[src/rtl/uart_rf_pkg.sv]
package uart_rf_pkg;
  typedef enum logic [3:0] {
    IID_MSR  = 4'h0,
    IID_NONE = 4'h1,
    IID_THR  = 4'h2,
    IID_RDA  = 4'h4,
    IID_RLS  = 4'h6,
    IID_TMO  = 4'hC
  } iid_e;

  localparam logic [2:0] OFS_DATA = 3'd0;
  localparam logic [2:0] OFS_IEN  = 3'd1;
  localparam logic [2:0] OFS_IID  = 3'd2;
  localparam logic [2:0] OFS_LCTL = 3'd3;
  localparam logic [2:0] OFS_MCTL = 3'd4;
  localparam logic [2:0] OFS_LSTA = 3'd5;
  localparam logic [2:0] OFS_MSTA = 3'd6;
  localparam logic [2:0] OFS_SCR  = 3'd7;

  localparam int BANK_BIT  = 7;
  localparam int FLUSH_BIT = 1;
endpackage

[src/rtl/uart_rx_queue.sv]
module uart_rx_queue #(
  parameter int DEPTH = 16,
  parameter int DW    = 8
) (
  input  logic                        clk,
  input  logic                        rst,
  input  logic                        flush,
  input  logic                        push,
  input  logic [DW-1:0]               push_data,
  input  logic                        pop,
  output logic [DW-1:0]               head,
  output logic [$clog2(DEPTH+1)-1:0]  count,
  output logic                        empty,
  output logic                        last
);
  localparam int AW = $clog2(DEPTH);
  localparam int CW = $clog2(DEPTH+1);

  logic [DW-1:0] mem [DEPTH];
  logic [AW-1:0] wptr, rptr;
  logic          full, push_ok, pop_ok;

  assign empty   = (count == '0);
  assign full    = (count == CW'(DEPTH));
  assign last    = (count == CW'(1));
  assign push_ok = push && !full;
  assign pop_ok  = pop && !empty;
  assign head    = empty ? '0 : mem[rptr];

  always_ff @(posedge clk) begin
    if (push_ok) mem[wptr] <= push_data;
  end

  always_ff @(posedge clk) begin
    if (rst || flush) begin
      wptr  <= '0;
      rptr  <= '0;
      count <= '0;
    end else begin
      if (push_ok) wptr <= (wptr == AW'(DEPTH-1)) ? '0 : wptr + 1'b1;
      if (pop_ok)  rptr <= (rptr == AW'(DEPTH-1)) ? '0 : rptr + 1'b1;
      case ({push_ok, pop_ok})
        2'b10:   count <= count + 1'b1;
        2'b01:   count <= count - 1'b1;
        default: count <= count;
      endcase
    end
  end


  no_overflow_chk: assert property (@(posedge clk) disable iff (rst)
    count <= CW'(DEPTH));


  empty_pop_chk: assert property (@(posedge clk) disable iff (rst)
    (pop && empty && !push && !flush) |=> (count == '0));


  push_fill_chk: assert property (@(posedge clk) disable iff (rst)
    (push && !flush) |=> (count != '0));
endmodule

[src/rtl/uart_irq_prio.sv]
module uart_irq_prio
  import uart_rf_pkg::*;
(
  input  logic tmo_pend,
  input  logic thr_pend,
  input  logic msr_pend,
  input  logic en_rx,
  input  logic en_tx,
  input  logic en_ms,
  output iid_e code,
  output logic req
);
  always_comb begin
    if (tmo_pend && en_rx)      code = IID_TMO;
    else if (thr_pend && en_tx) code = IID_THR;
    else if (msr_pend && en_ms) code = IID_MSR;
    else                        code = IID_NONE;
  end

  assign req = (code != IID_NONE);
endmodule

[src/rtl/uart_regfile.sv]
module uart_regfile
  import uart_rf_pkg::*;
#(
  parameter int RXQ_DEPTH = 16,
  parameter int DW        = 8,
  parameter int DIV_W     = 16
) (
  input  logic          clk,
  input  logic          rst,
  input  logic [2:0]    bus_addr,
  input  logic          bus_rd,
  input  logic          bus_wr,
  input  logic [DW-1:0] bus_wdata,
  output logic [DW-1:0] bus_rdata,
  input  logic          rx_valid,
  input  logic [DW-1:0] rx_byte,
  output logic          tx_valid,
  output logic [DW-1:0] tx_byte,
  output logic          irq
);
  localparam int CW = $clog2(RXQ_DEPTH+1);
  localparam int EN_W = 4;

  logic [DIV_W-1:0] divisor;
  logic [EN_W-1:0]  ien;
  logic [DW-1:0]    lctl, mctl, scr;
  logic             tmo_pend, thr_pend;
  logic             bank;
  logic [DW-1:0]    q_head;
  logic [CW-1:0]    q_count;
  logic             q_empty, q_last;
  logic             q_pop, q_flush;
  logic             data_wr;
  logic [DW-1:0]    lsta;
  iid_e             code;
  logic             req;

  assign bank    = lctl[BANK_BIT];
  assign q_pop   = bus_rd && (bus_addr == OFS_DATA) && !bank;
  assign data_wr = bus_wr && (bus_addr == OFS_DATA) && !bank;
  assign q_flush = bus_wr && (bus_addr == OFS_IID) && bus_wdata[FLUSH_BIT];
  assign lsta    = {1'b0, 1'b1, 1'b1, 4'b0000, !q_empty};

  uart_rx_queue #(.DEPTH(RXQ_DEPTH), .DW(DW)) u_rxq (
    .clk       (clk),
    .rst       (rst),
    .flush     (q_flush),
    .push      (rx_valid),
    .push_data (rx_byte),
    .pop       (q_pop),
    .head      (q_head),
    .count     (q_count),
    .empty     (q_empty),
    .last      (q_last)
  );

  uart_irq_prio u_prio (
    .tmo_pend (tmo_pend),
    .thr_pend (thr_pend),
    .msr_pend (1'b0),
    .en_rx    (ien[0]),
    .en_tx    (ien[1]),
    .en_ms    (ien[3]),
    .code     (code),
    .req      (req)
  );

  assign irq = req;

  // register writes
  always_ff @(posedge clk) begin
    if (rst) begin
      divisor <= '0;
      ien     <= '0;
      lctl    <= '0;
      mctl    <= '0;
      scr     <= '0;
    end else if (bus_wr) begin
      case (bus_addr)
        OFS_DATA: if (bank) divisor[7:0]  <= bus_wdata;
        OFS_IEN:  if (bank) divisor[15:8] <= bus_wdata;
                  else      ien           <= bus_wdata[EN_W-1:0];
        OFS_LCTL: lctl <= bus_wdata;
        OFS_MCTL: mctl <= bus_wdata;
        OFS_SCR:  scr  <= bus_wdata;
        default:  ;
      endcase
    end
  end

  // pending sources
  always_ff @(posedge clk) begin
    if (rst) begin
      tmo_pend <= 1'b0;
      thr_pend <= 1'b0;
    end else begin
      if (rx_valid)
        tmo_pend <= 1'b1;
      else if (q_flush || (q_pop && q_last))
        tmo_pend <= 1'b0;
      if (data_wr)
        thr_pend <= 1'b1;
      else if (bus_rd && (bus_addr == OFS_IID) && (code == IID_THR))
        thr_pend <= 1'b0;
    end
  end

  // transmit stream
  always_ff @(posedge clk) begin
    if (rst) begin
      tx_valid <= 1'b0;
      tx_byte  <= '0;
    end else begin
      tx_valid <= data_wr && (bus_wdata != 8'hFF);
      if (data_wr && (bus_wdata != 8'hFF)) tx_byte <= bus_wdata;
    end
  end

  // registered read data
  always_ff @(posedge clk) begin
    if (rst) begin
      bus_rdata <= '0;
    end else if (bus_rd) begin
      case (bus_addr)
        OFS_DATA: bus_rdata <= bank ? divisor[7:0]  : q_head;
        OFS_IEN:  bus_rdata <= bank ? divisor[15:8] : {4'b0000, ien};
        OFS_IID:  bus_rdata <= {2'b11, 2'b00, code};
        OFS_LCTL: bus_rdata <= lctl;
        OFS_MCTL: bus_rdata <= mctl;
        OFS_LSTA: bus_rdata <= lsta;
        OFS_MSTA: bus_rdata <= 8'h00;
        default:  bus_rdata <= scr;
      endcase
    end
  end


  irq_cause_chk: assert property (@(posedge clk) disable iff (rst)
    irq |-> ((tmo_pend && ien[0]) || (thr_pend && ien[1])));


  iid_clear_chk: assert property (@(posedge clk) disable iff (rst)
    (bus_rd && (bus_addr == OFS_IID) && (code == IID_THR)) |=> !thr_pend);


  tx_no_ff_chk: assert property (@(posedge clk) disable iff (rst)
    tx_valid |-> (tx_byte != 8'hFF));


  tx_pulse_chk: assert property (@(posedge clk) disable iff (rst)
    data_wr |=> thr_pend);


  drain_chk: assert property (@(posedge clk) disable iff (rst)
    (q_pop && q_last && !rx_valid) |=> (!tmo_pend && q_empty));

  // strobes are exclusive
  rd_wr_excl_chk: assert property (@(posedge clk) disable iff (rst)
    !(bus_rd && bus_wr));
endmodule

[config.mk]
export PLATFORM = sky130hd
export DESIGN_NAME = uart_regfile
export DESIGN_NICKNAME = d
export VERILOG_FILES = /design/src/rtl/uart_rf_pkg.sv /design/src/rtl/uart_rx_queue.sv /design/src/rtl/uart_irq_prio.sv /design/src/rtl/uart_regfile.sv
export SDC_FILE = /design/constraint.sdc
export NUM_CORES = 1
export LEC_CHECK = 0
export BUFFER_PORTS_ARGS = -buffer_cell sky130_fd_sc_hd__buf_2
export CORE_AREA = 2 2 174 176
export DETAILED_ROUTE_END_ITERATION = 6
export DIE_AREA = 0 0 176 178
export SLEW_MARGIN = 20
export SYNTH_ARGS = -nofsm -noshare
export SYNTH_HDL_FRONTEND = slang
export SYNTH_SLANG_ARGS = --single-unit
[constraint.sdc]
create_clock -name clk -period 2.6 [get_ports clk]
set_input_delay 0.26 -clock clk [delete_from_list [all_inputs] [get_ports clk]]
set_output_delay 0.26 -clock clk [all_outputs]
set_load 0.005 [all_outputs]
* Word-level counts from Yosys, hierarchy flattened
Memories as Yosys holds them, arrays and structs flattened. A register that Yosys moved wholly into a read port is not among the register bits. Index checks and enable logic that the tools add are counted.
Storage, ports and cells: register bits 76, bits in writable memories 128, input bits 24, output and inout port bits 18, memories kept 1
Memory list:
- u_rxq.mem | depth 16, width 8, rd ports 1, clocked after memory_dff 1, write ports 1, RTL line uart_rx_queue.sv:19 | logic [DW-1:0] mem [DEPTH];
Operators by class: add/subtract/negate cells 4, eq/ne operators 16, muxes and demuxes 17, bitwise gates (word level) 1, reduce and logical (&&, ||, !) cells 30
Operator list (number):
- 8-bit one-hot mux with 7 select lines | 1
- 8-bit two-way mux | 3
- 4-bit two-way mux | 5
- 1-bit logical AND | 14
- 3-bit == test (second input constant) | 4
- 5-bit one-hot mux with 2 select lines | 1
- 3-bit AND reduction | 3
- 4-bit by 1-bit adder with 4-bit output (second input constant) | 2
- 4-bit == test (second input constant) | 2
- 8-bit inequality test (second input constant) | 1
- 3-bit by 2-bit == test with 1-bit output (second input constant) | 2
- 1-bit two-way mux | 6
- 2-bit AND reduction | 3
- 2-bit nonzero test | 3
- 5-bit by 1-bit adder with 5-bit output (second input constant) | 1
- 5-bit by 1-bit == test with 1-bit output (second input constant) | 1
- 5-bit == test (second input constant) | 1
- 5-bit logical NOT | 1
- 5-bit by 1-bit subtractor with 5-bit output (second input constant) | 1
- 4-bit by 2-bit == test with 1-bit output (second input constant) | 1
- 4-bit by 1-bit inequality test with 1-bit output (second input constant) | 1
- 3-bit by 1-bit == test with 1-bit output (second input constant) | 1
- 1-bit logical NOT | 3
- 3-bit logical NOT | 1
- 5 further kinds | 6

* Depth between registers and ports, before layout
Gate-level depths: netlist (run 1).
depth in word-level cells 7, gate-level depth with buffers 12

* Hierarchy
A second synthesis (run 1) with hierarchy kept.
Second synthesis, totals: cells, all modules 655, area, all modules 8847.2 um^2
Modules (own cells, without submodules):
- uart_rx_queue | instances 1, cells an instance 314, area an instance 5931.9 um^2, sequential area each 4184.0 um^2
- uart_regfile | instances 1, cells an instance 335, area an instance 2880.3 um^2, sequential area each 1261.2 um^2
- uart_irq_prio | instances 1, cells an instance 6, area an instance 35.0 um^2, sequential area each 0.0 um^2

* Worst setup path before layout (run 1)
OpenSTA, ideal clock, no wires.
kind reg2reg, start point register u_rxq.count[0], end point register u_rxq.count[4], arrival time 2.224 ns, setup slack 0.248 ns, cell stages (with the launch flop) 13, buffers on the path 0, cell sequence dfxtp_1 > inv_1 > ha_1 > or4b_1 > and2_1 > nand2_1 > inv_1 > ha_1 > nor2b_1 > nand3_1 > a21oi_1 > xnor2_1 > nor2_1
Between the ends: cells in the longest elaborated chain, start to end 5
RTL lines:
- from (decl) | RTL line uart_rx_queue.sv:12 | output logic [$clog2(DEPTH+1)-1:0] count,
- from (signal assigned) | RTL line uart_rx_queue.sv:43 | 2'b10: count <= count + 1'b1;
- from (signal assigned) | RTL line uart_rx_queue.sv:44 | 2'b01: count <= count - 1'b1;
- from (signal assigned) | RTL line uart_rx_queue.sv:45 | default: count <= count;
- 5-bit == test or 5-bit logical NOT (tied branches) | RTL line uart_rx_queue.sv:24, uart_rx_queue.sv:23
- 1-bit logical NOT, on equally long branches | RTL line uart_rx_queue.sv:26, uart_rx_queue.sv:27
- 1-bit logical AND, on equally long branches | RTL line uart_rx_queue.sv:26, uart_rx_queue.sv:27
- 2-bit by 1-bit == test with 1-bit output or 2-bit == test (tied branches) | RTL line uart_rx_queue.sv:42 | case ({push_ok, pop_ok})
- 5-bit one-hot mux with 2 select lines or 2-bit nonzero test (tied branches)
Parallel ways exist; a longest one is shown, timed or not. A chain may end at the register's enable or synchronous reset.

* Final worst setup path (run 1)
start point register u_rxq.count[1], end point register u_rxq.count[4]
Same word-level chain as after synthesis.

==> results by group, run 1 <==
Run status
  – Status: finished, final reports clean

Timing
  – Layout Skew: 0.0158 ns
  – Final Hold Viols: 0
  – Fin. max-slew vios: 0
  – F_max: between 400 and 500 MHz
  – Final Cycle Share: 91.9%
  – Max_slew headroom: 58.6%
  – Unrepaired setup endpoints after global routing: no
  – Fin crit period: 2.39 ns
  – Final setup viols: 0
  – Worst-Margin Slew: 0.619 ns
  – Setup_tns: 0 ns

CTS
  – Max clock buf depth: 3
  – PostCTS Resize Cnt: 0
  – Clk Latency, worst-skew pair: 0.51 ns
  – Root Driver: clkbuf_16
  – Clock-pin slew on the worst setup and hold paths: 0.06 ns
  – H-tree Lvls: 1
  – Setup Buffers After CTS: 0
  – Post-CTS Hold Buffers: 0
  – CTS tree: done
  – CTS buffer count: 22
  – Clk sinks: 208

Worst setup path
  – Reg2reg setup slack: roughly 0.21 ns
  – Crit path largest cell delay: 0.49 ns
  – CP dominant cell by count: inv_1
  – Worst path bufs/invs: 2
  – Worst-path cell chain: inv_1, ha_1, or4b_4, and2_1, nand2_2, inv_1, ha_2, nor2b_2, nand3_1, a21oi_1, xnor2_1, nor2_1
  – Crit path DAT: 2.76 ns
  – CP Launch Type: flip-flop
  – Worst r2r path cells: 12
  – R2r startpoint: u_rxq.count[1]
  – Kind of cell adding the most delay to the critical path: simple AND/OR/NAND/NOR gates
  – Critical Path RT: 2.97 ns
  – Worst setup EP type: flip-flop
  – Slowest cell on the critical path: or4b_4
  – CP Class: flip-flop to flip-flop
  – Worst R2R End: u_rxq.count[4]
  – Worst Path Max Fanout: 5

Cells and area
  – Register Area: 5450 um^2
  – Final Core Density: 34.6%
  – N_diodes: 0
  – Area of the multi-input gates: 3030 um^2
  – Final nets: slightly below 800
  – Layout area overhead: 16.6%
  – Final Instance Area: 10,200 um^2
  – Layout cells sized above 1: 19.3%
  – Fill cells: 2,871

Routing
  – WL/cell: 17.6 um
  – Iter 0 DRT Violations: 585
  – Drt via density: between 4 and 5
  – TritonRoute pass-1 iters: 7
  – Number of nets with antenna violations after routing: 0
  – # DRC: 0
  – Post-Route WL: 20,100 um
  – Vias: 5,631

Floorplanning
  – CORE AREA: 29,400 um^2
  – Die Y-Extent: 178 um
  – Die Width: 176 um
  – Die Area: 31,300 um^2
  – # IOs: 42
  – Initial Util: 29.7%
  – Cell Rows: 63

Synthesis
  – Primary FF master, synth: edfxtp_1
  – EDFF count, synth: 128
  – Share of flip-flops with an asynchronous set or reset: 0%
  – Post-Syn Nets: approximately 710
  – Mapped Cells: 680
  – Yosys cell types: 67
  – Post-Syn Area per Cell: between 10 and 15 um^2
  – Synthesized flop and latch total: around 210
  – Synth Warn #: 0
  – Post-synthesis sequential area ratio: 62.4%
  – Syn Std Cell Area: 8730 um^2

Placed design
  – Final HPWL DP: 13,300 um
  – Placed cell areas: 9480 um^2
  – GPL Wtd Cong: between 0.7 and 0.8
  – # port buffers: 41

Pwr
  – Pleak: 3.59 nW
  – Pwr Density: 682 nW/um^2
  – Worst VDD drop: 0.413 mV
  – PnR Total Power: just under 0.007 W

Min path
  – Hold EP: tmo_pend
  – Hold Crit Start: rx_valid
  – HP Class: primary input to flip-flop
  – Hold Path Depth: 3

Global routing
  – Global-route wire length before repair: 31,200 um
  – Total GRT Usage: between 10% and 20%
  – Largest net degree at the start of global routing: 34
  – Initial antenna violation count: 0
  – Gr ovfl total: 0
  – Vias in the first global route: 5,393

Run
  – Max Cap Viol: 0
## layout make-up
class	count	area share [%]
clock buffers	31	6.04
clock inverters	8	0.713
inverters	16	0.590
multi-input cells	415	29.8
flip-flops and latches	208	53.5
well taps	390	4.79
repair buffers	74	4.57
## stage by stage
step	hold WS [ns]	instances	setup slack, ns
finish	0.0770	1142	0.212
floorplan	0.359	680	0.248
CTS	0.0795	1142	0.0409
global route	0.0857	1142	0.0203
global placement	0.439	1103	0.123
detailed placement	0.445	1103	0.0506
## registers in the layout, indices dropped and copies added, names as in the netlist, named ones only
signal       cells
ien              4
tmo_pend         1
thr_pend         1
divisor         16
mctl             8
scr              8
lctl             8
tx_byte          8
u_rxq.mem      128
bus_rdata        8
u_rxq.count      5
tx_valid         1
u_rxq.wptr       4
u_rxq.rptr       4
## layout by cell type (no fill, tap or decap), drive strengths merged, types with 9 or more instances in the layout
cell      n
buf      74
o21ai    21
ha       10
nor2     53
nor3     12
mux2     10
a221oi    9
inv      15
nand2    85
mux2i    40
edfxtp  128
clkbuf   31
dfxtp    80
a21oi    39
nand3    11
mux4     23
## how the worst max path moves through the flow
stage	from	depth (start not counted)	end	slack [ns]
after global placement	u_rxq.count[1]	12	u_rxq.count[4]	0.12
after floorplan	u_rxq.count[0]	12	u_rxq.count[4]	0.25
after CTS	u_rxq.count[1]	12	u_rxq.count[4]	0.04
final	u_rxq.count[1]	12	u_rxq.count[4]	0.21
after global routing	u_rxq.count[1]	12	u_rxq.count[4]	0.02
after detailed placement	u_rxq.count[1]	12	u_rxq.count[4]	0.05
## report_power, final
group	leakage, nW	internal (W)	switching, W
sequential	1.81	0.00355	0.0000300
combinational	1.44	0.000142	0.000245
clock	0.337	0.00174	0.00123
## cell families after synthesis
kind of cell,after synthesis,share of synthesized area (%)
buffers and inverters,57,3.21
AO/OA/AOI/OAI,119,9.11
XOR/XNOR,7,0.702
flip-flops,208,62.4
AND/OR/NAND/NOR,206,11.0
multiplexers,73,12.2
adder cells (fa/ha/maj),10,1.43
## cells in the mapped netlist, drive strengths merged (2+ instances only)
library cell,n,area share [%]
clkbuf,21,0.90
o22ai,8,0.57
o211ai,3,0.32
and2,8,0.57
o21bai,2,0.17
inv,15,0.64
dfxtp,80,18
mux2i,40,4.6
a21o,2,0.17
a22oi,3,0.26
o221ai,5,0.50
o21ai,21,1.2
xnor2,4,0.40
nor2,53,2.3
nand4,6,0.43
a21oi,39,2.2
a211oi,5,0.49
a221o,2,0.23
nor3b,2,0.23
nand4b,2,0.20
or3,3,0.21
nor3,12,0.75
nand2b,2,0.14
xor2,3,0.30
a221oi,9,0.90
ha,10,1.4
nor2b,6,0.43
or2,3,0.21
nor4,5,0.53
buf,20,1.6
a31oi,3,0.29
nand2,85,3.7
nand3,11,0.63
mux2,10,1.3
and3,2,0.14
mux4,23,6.3
edfxtp,128,44
a32oi,6,0.60
## worst reg2reg max path, cell delays in order, from the launching register on
cell and delay, ns:
dfxtp_1 0.34, inv_1 0.09, ha_1 0.18, or4b_4 0.49
and2_1 0.20, nand2_2 0.11, inv_1 0.06, ha_2 0.22
nor2b_2 0.14, nand3_1 0.08, a21oi_1 0.18, xnor2_1 0.13
nor2_1 0.05
## layer usage
metal / global-route usage [%] / up-vias / share of wire [%]
met5: 0 / - / 0
met4: 2.82 / 0 / 1.8
met3: 2.51 / 35 / 6.0
met2: 20.2 / 164 / 45
met1: 18.3 / 2759 / 47
li1: - / 2673 / -
No activity file was read; power rests on OpenSTA's default activity.
==> run 2, diff against run 1 <==
- CORE_AREA: 2 2 174 176 -> 2 2 159 192
- DIE_AREA: 0 0 176 178 -> 0 0 161 194
- RECOVER_POWER: not set -> 50
==> results by group, run 2 (synthesis results as in run 1) <==
Global routing
  – Largest net degree at the start of global routing: 36 (+5.9%)
  – Gr ovfl total: 0 (unchanged)
  – Vias in the first global route: 5,399 (+0.11%)
  – Global-route wire length before repair: 31,800 um (+2.0%)
  – Initial antenna violation count: 0 (unchanged)
  – Total GRT Usage: 12.9% (+0.14 points)

Routing
  – Post-Route WL: 20,300 um (+0.90%)
  – TritonRoute pass-1 iters: 6 (-1)
  – Number of nets with antenna violations after routing: 0 (unchanged)
  – Iter 0 DRT Violations: 491 (-16%)
  – # DRC: 0 (unchanged)
  – Vias: 5,588 (-0.76%)
  – Drt via density: 4.90 (-0.68%)
  – WL/cell: 17.8 um (+0.99%)

Cells and area
  – Final nets: 772 (+0.13%)
  – Layout cells sized above 1: 16.4% (-2.9 points)
  – Max reg flops: 128 (unchanged)
  – Commonest non-fill, non-tap cell in the layout: edfxtp_1
  – Finished Layout Cells: 1,141 (-0.088%)
  – Final Core Density: 34.5% (-0.13 points)
  – Most frequent cells in the layout: 128 x edfxtp_1, 84 x nand2_1, 79 x dfxtp_1, 53 x nor2_1, 40 x mux2i_1
  – Largest regs: u_rxq.mem (128), divisor (16)
  – Layout area overhead: 15.9%
  – Most flops, register: u_rxq.mem
  – N_diodes: 0 (unchanged)

CTS
  – Clk Latency, worst-skew pair: 0.50 ns (about the same)
  – Clock-pin slew on the worst setup and hold paths: 0.06 ns (about the same)
  – Clk sinks: 208 (unchanged)
  – Post-CTS Hold Buffers: 0 (unchanged)
  – CTS buffer count: 23 (+4.5%)
  – H-tree Lvls: 1 (unchanged)
  – Max clock buf depth: 3 (unchanged)
  – Root Driver: clkbuf_16
  – Setup Buffers After CTS: 0 (unchanged)
  – CTS tree: done
  – PostCTS Resize Cnt: 0 (unchanged)

Placed design
  – GPL Wtd Cong: 0.834 (+6.6%)
  – Final HPWL DP: 13,600 um (+2.5%)
  – Placed Cells: 1,103 (unchanged)
  – # port buffers: 41 (unchanged)

Worst setup path
  – Worst Path Max Fanout: 5 (unchanged)
  – Crit path DAT: 2.79 ns (+0.03 ns)
  – CP Class: flip-flop to flip-flop
  – CP Launch Type: flip-flop
  – Critical Path RT: 2.97 ns (about the same)
  – Worst setup EP type: flip-flop

Timing
  – Final Cycle Share: 93.3% (+1.5 points)
  – Fin crit period: 2.43 ns (+0.0388 ns)
  – Layout Skew: 0.0104 ns (-0.00542 ns)
  – Worst hold margin: 0.0874 ns (+0.0105 ns)
  – Max_slew headroom: 20.9% (-38 points)
  – Worst-Margin Slew: 1.18 ns (+0.562 ns)
  – Fin. max-slew vios: 0 (unchanged)
  – Final Hold Viols: 0 (unchanged)
  – Final setup viols: 0 (unchanged)
  – F_max: 412 MHz (-1.6%)
  – Setup_tns: 0 ns (unchanged)
  – Unrepaired setup endpoints after global routing: no

Floorplanning
  – CORE AREA: 29,400 um^2 (-0.17%)
  – Initial Util: 29.7% (+0.049 points)
  – Die Y-Extent: 194 um (+9.0%)
  – Die Width: 161 um (-8.5%)
  – Cell Rows: 69 (+9.5%)
  – Die Area: 31,200 um^2 (-0.30%)
  – # IOs: 42 (unchanged)

Min path
  – HP Class: primary input to flip-flop

Pwr
  – Worst VDD drop: 0.364 mV (-12%)
  – Pwr Density: 680 nW/um^2 (-0.32%)
  – Pleak: 3.51 nW (-2.1%)

Run
  – Max Cap Viol: 0 (unchanged)

Run status
  – Status: finished, final reports clean
==> run 2: cell types whose count changed in the layout (fill, tap and decap cells not counted), sizes merged <==
cell / before / now
clkinv: 8 / 5
buf: 74 / 55
bufinv: 1 / 0
clkbuf: 31 / 53
==> run 2: final timing paths <==
path / from / endpoint / slack [ns] / depth (start not counted)
setup / recovery: u_rxq.count[1] / u_rxq.count[4] / 0.17 / 12
setup reg to reg: u_rxq.count[1] / u_rxq.count[4] / 0.17 / 12
hold reg to reg: scr[4] / scr[4] / 0.45 / 2
hold / removal: bus_wdata[5] / scr[5] / 0.09 / 3
==> run 2: layout make-up <==
class | count | area, um^2
fill | 2882 | 19200
sequential | 208 | 5450
multi-input combinational | 415 | 3020
clock buffer | 34 | 652
tap | 390 | 488
timing repair buffer | 74 | 439
inverter | 16 | 60.1
clock inverter | 4 | 16.3
==> run 2: per-stage QoR <==
stage	cell area, um^2	setup slack, ns	total power [W]
after floorplan	8730	0.248	0.00388
after detailed placement	9480	0.0856	0.00404
after CTS	10100	0.0716	0.00697
final	10100	0.173	0.00688
after global routing	10100	0.0258	0.00716
after global placement	9480	0.127	0.00404
==> run 2: where the power goes <==
group | internal, W | switching (W)
registers | 0.00356 | 0.0000298
logic | 0.000138 | 0.000246
clock network | 0.00172 | 0.00120
total | 0.00541 | 0.00147
==> run 2: routing by layer <==
layer / routed length [um] / up-vias / share of wire (%) / track usage [%]
li1: - / 2659 / - / -
met1: 9010 / 2741 / 44 / 17.8
met2: 9800 / 164 / 48 / 21.3
met3: 1190 / 24 / 5.8 / 2.50
met4: 319 / 0 / 1.6 / 2.78
met5: 0 / - / 0 / 0
==> run 2: critical path, cell delays in order, from the launching register on <==
cell     delay, ns
dfxtp_1       0.34
inv_1         0.08
ha_1          0.17
or4b_4        0.48
and2_1        0.19
nand2_2       0.11
inv_1         0.05
ha_1          0.26
nor2b_1       0.17
nand3_1       0.11
a21oi_2       0.16
xnor2_1       0.12
nor2_1        0.05
==> run 3, diff against run 2 <==
- CORE_AREA: 2 2 159 192 -> 8 8 149 220
- CTS_CLUSTER_SIZE: not set -> 28
- DIE_AREA: 0 0 161 194 -> 0 0 157 228
==> results by group, run 3 (synthesis results as in run 1) <==
Placed design
  – GPL Wtd Cong: 0.831 (-0.40%)
  – Final HPWL DP: 14,400 um (+5.7%)
  – # port buffers: 41 (unchanged)
  – Placed cell areas: 9500 um^2 (+0.26%)
  – Post-Place Setup Slack: 0.0478 ns (-0.0378 ns)

Pwr
  – Pwr Density: 690 nW/um^2 (+1.4%)
  – Pleak: 3.50 nW (-0.34%)
  – Worst VDD drop: 0.310 mV (-15%)
  – Clock group share of total power: 43.4% (+1.1 points)
  – NetSw: 0.00150 W (+1.4%)
  – Int Pwr: 0.00551 W (+1.9%)
  – Combinational share of power: 5.5% (about the same)
  – Seq pwr share: 51.1% (-1.0 points)
  – Switching Fraction: 21.3% (-0.083 points)

Cells and area
  – Commonest non-fill, non-tap cell in the layout: edfxtp_1
  – Most flops, register: u_rxq.mem
  – Final Instance Area: 10,200 um^2 (+0.38%)
  – N_diodes: 0 (unchanged)
  – Fill cells: 2,890 (+0.28%)
  – Layout cells sized above 1: 15.9% (-0.51 points)
  – Largest regs: u_rxq.mem (128), divisor (16)
  – Final nets: 770 (-0.26%)
  – Max reg flops: 128 (unchanged)
  – Layout area overhead: 16.3%
  – Most frequent cells in the layout: 128 x edfxtp_1, 84 x nand2_1, 79 x dfxtp_1, 53 x nor2_1, 40 x mux2i_1

Floorplanning
  – Die Y-Extent: 228 um (+18%)
  – Cell Rows: 77 (+12%)
  – CORE AREA: 29,400 um^2 (+0.11%)
  – # IOs: 42 (unchanged)
  – Die Area: 35,800 um^2 (+15%)
  – Die Width: 157 um (-2.5%)
  – Initial Util: 29.7% (-0.032 points)

Run status
  – Status: finished, final reports clean

Worst setup path
  – Worst setup EP type: flip-flop
  – Worst Path Max Fanout: 5 (unchanged)
  – CP Launch Type: flip-flop
  – Worst path bufs/invs: 2 (unchanged)
  – CP Class: flip-flop to flip-flop
  – Crit path DAT: 2.79 ns (about the same)
  – Kind of cell adding the most delay to the critical path: simple AND/OR/NAND/NOR gates
  – Slowest cell on the critical path: or4b_4
  – R2r startpoint: u_rxq.count[1]
  – Worst R2R End: u_rxq.count[4]
  – Worst-path cell chain: inv_1, ha_1, or4b_4, and2_1, nand2_2, inv_1, ha_1, nor2b_1, nand3_1, a21oi_2, xnor2_1, nor2_1
  – Reg2reg setup slack: 0.16 ns (about the same)
  – Worst r2r path cells: 12 (unchanged)
  – Crit path largest cell delay: 0.48 ns (about the same)
  – Levels on crit path: 12 (unchanged)
  – Critical Path RT: 2.95 ns (-0.02 ns)

Timing
  – Fin worst setup slack: 0.162 ns (-0.0114 ns)
  – Final Hold Viols: 0 (unchanged)
  – Setup_tns: 0 ns (unchanged)
  – Unrepaired setup endpoints after global routing: no
  – Fin. max-slew vios: 0 (unchanged)
  – F_max: 410 MHz (-0.47%)
  – Fin crit period: 2.44 ns (+0.0114 ns)
  – Final setup viols: 0 (unchanged)
  – Layout Skew: 0.0104 ns (-0.0000424 ns)
  – Max_slew headroom: 20.4% (-0.55 points)
  – Final Cycle Share: 93.8% (+0.44 points)
  – Worst-Margin Slew: 1.19 ns (+0.0135 ns)
  – Worst hold margin: 0.108 ns (+0.0210 ns)

CTS
  – Setup Buffers After CTS: 0 (unchanged)
  – Clock-pin slew on the worst setup and hold paths: 0.06 ns (about the same)
  – Clk Latency, worst-skew pair: 0.49 ns (about the same)
  – H-tree Lvls: 1 (unchanged)
  – Root Driver: clkbuf_16
  – Max clock buf depth: 3 (unchanged)
  – CTS tree: done
  – CTS buffer count: 21 (-8.7%)
  – Clk sinks: 208 (unchanged)

Global routing
  – Largest net degree at the start of global routing: 65 (+81%)
  – Gr ovfl total: 0 (unchanged)
  – Global-route wire length before repair: 32,300 um (+1.4%)
  – Vias in the first global route: 5,581 (+3.4%)
  – Total GRT Usage: 11.4% (-1.6 points)
  – Initial antenna violation count: 0 (unchanged)

Min path
  – Hold Path Depth: 3 (unchanged)
  – Hold Crit Start: bus_wdata[5]
  – Hold EP: mctl[5]
  – HP Class: primary input to flip-flop

Routing
  – Iter 0 DRT Violations: 339 (-31%)
  – Vias: 5,608 (+0.36%)
  – Drt via density: 4.90 (about the same)
  – TritonRoute pass-1 iters: 5 (-1)
  – WL/cell: 18.0 um (+1.1%)
  – Number of nets with antenna violations after routing: 0 (unchanged)
  – # DRC: 0 (unchanged)
  – Post-Route WL: 20,600 um (+1.4%)

Run
  – Max Cap Viol: 0 (unchanged)
==> run 3: cell types whose count changed in the layout (fill, tap and decap cells not counted), sizes merged <==
cell	previous run	this run
inv	15	16
clkinvlp	0	1
buf	55	48
clkinv	5	6
bufinv	0	3
==> run 3: power groups by stage <==
stage               registers (W)  logic [W]  clock network (W)
floorplan                 0.00365   0.000228                  0
global placement          0.00365   0.000393                  0
detailed placement        0.00365   0.000395                  0
CTS                       0.00358   0.000397            0.00311
global route              0.00359   0.000426            0.00325
finish                    0.00358   0.000388            0.00304
==> run 3: repair_timing <==
action,CTS,global route
hold buffers,0,0
resized for setup,0,3
setup endpoints to repair,0,2
endpoints found under the hold margin,0,0
==> run 3: worst max-delay path by stage <==
stage	slack [ns]	start	to
floorplan	0.25	u_rxq.count[0]	u_rxq.count[4]
global placement	0.12	u_rxq.count[1]	u_rxq.count[4]
detailed placement	0.05	u_rxq.count[1]	u_rxq.count[4]
CTS	0.04	u_rxq.count[1]	u_rxq.count[4]
global route	0.01	u_rxq.count[1]	u_rxq.count[4]
finish	0.16	u_rxq.count[1]	u_rxq.count[4]
==> run 3: layer usage <==
layer | global-route usage (%) | wire, um | up-vias
li1 | - | - | 2657
met1 | 13.2 | 8200 | 2771
met2 | 20.8 | 10700 | 144
met3 | 1.93 | 1110 | 36
met4 | 3.53 | 568 | 0
met5 | 0 | 0 | -
==> run 3: metrics by stage <==
step / cells / util, % / total power (W)
after floorplan: 680 / - / 0.00388
after global placement: 1108 / 32.3 / 0.00404
after detailed placement: 1108 / 32.3 / 0.00405
after CTS: 1145 / 34.7 / 0.00709
after global routing: 1145 / 34.6 / 0.00727
final: 1145 / 34.6 / 0.00701
==> run 3: cell type report <==
type / instances / area, um^2 / area share (%)
tap: 395 / 494 / 4.86
inverter: 16 / 60.1 / 0.591
timing repair buffer: 74 / 438 / 4.31
clock buffer: 27 / 558 / 5.49
multi-input combinational: 415 / 3030 / 29.8
clock inverter: 10 / 133 / 1.31
sequential: 208 / 5450 / 53.6
==> run 3: worst min-delay path, stage by stage <==
cell and delay, ns:
buf_2 0.16, nand2_1 0.07, a21oi_1 0.05
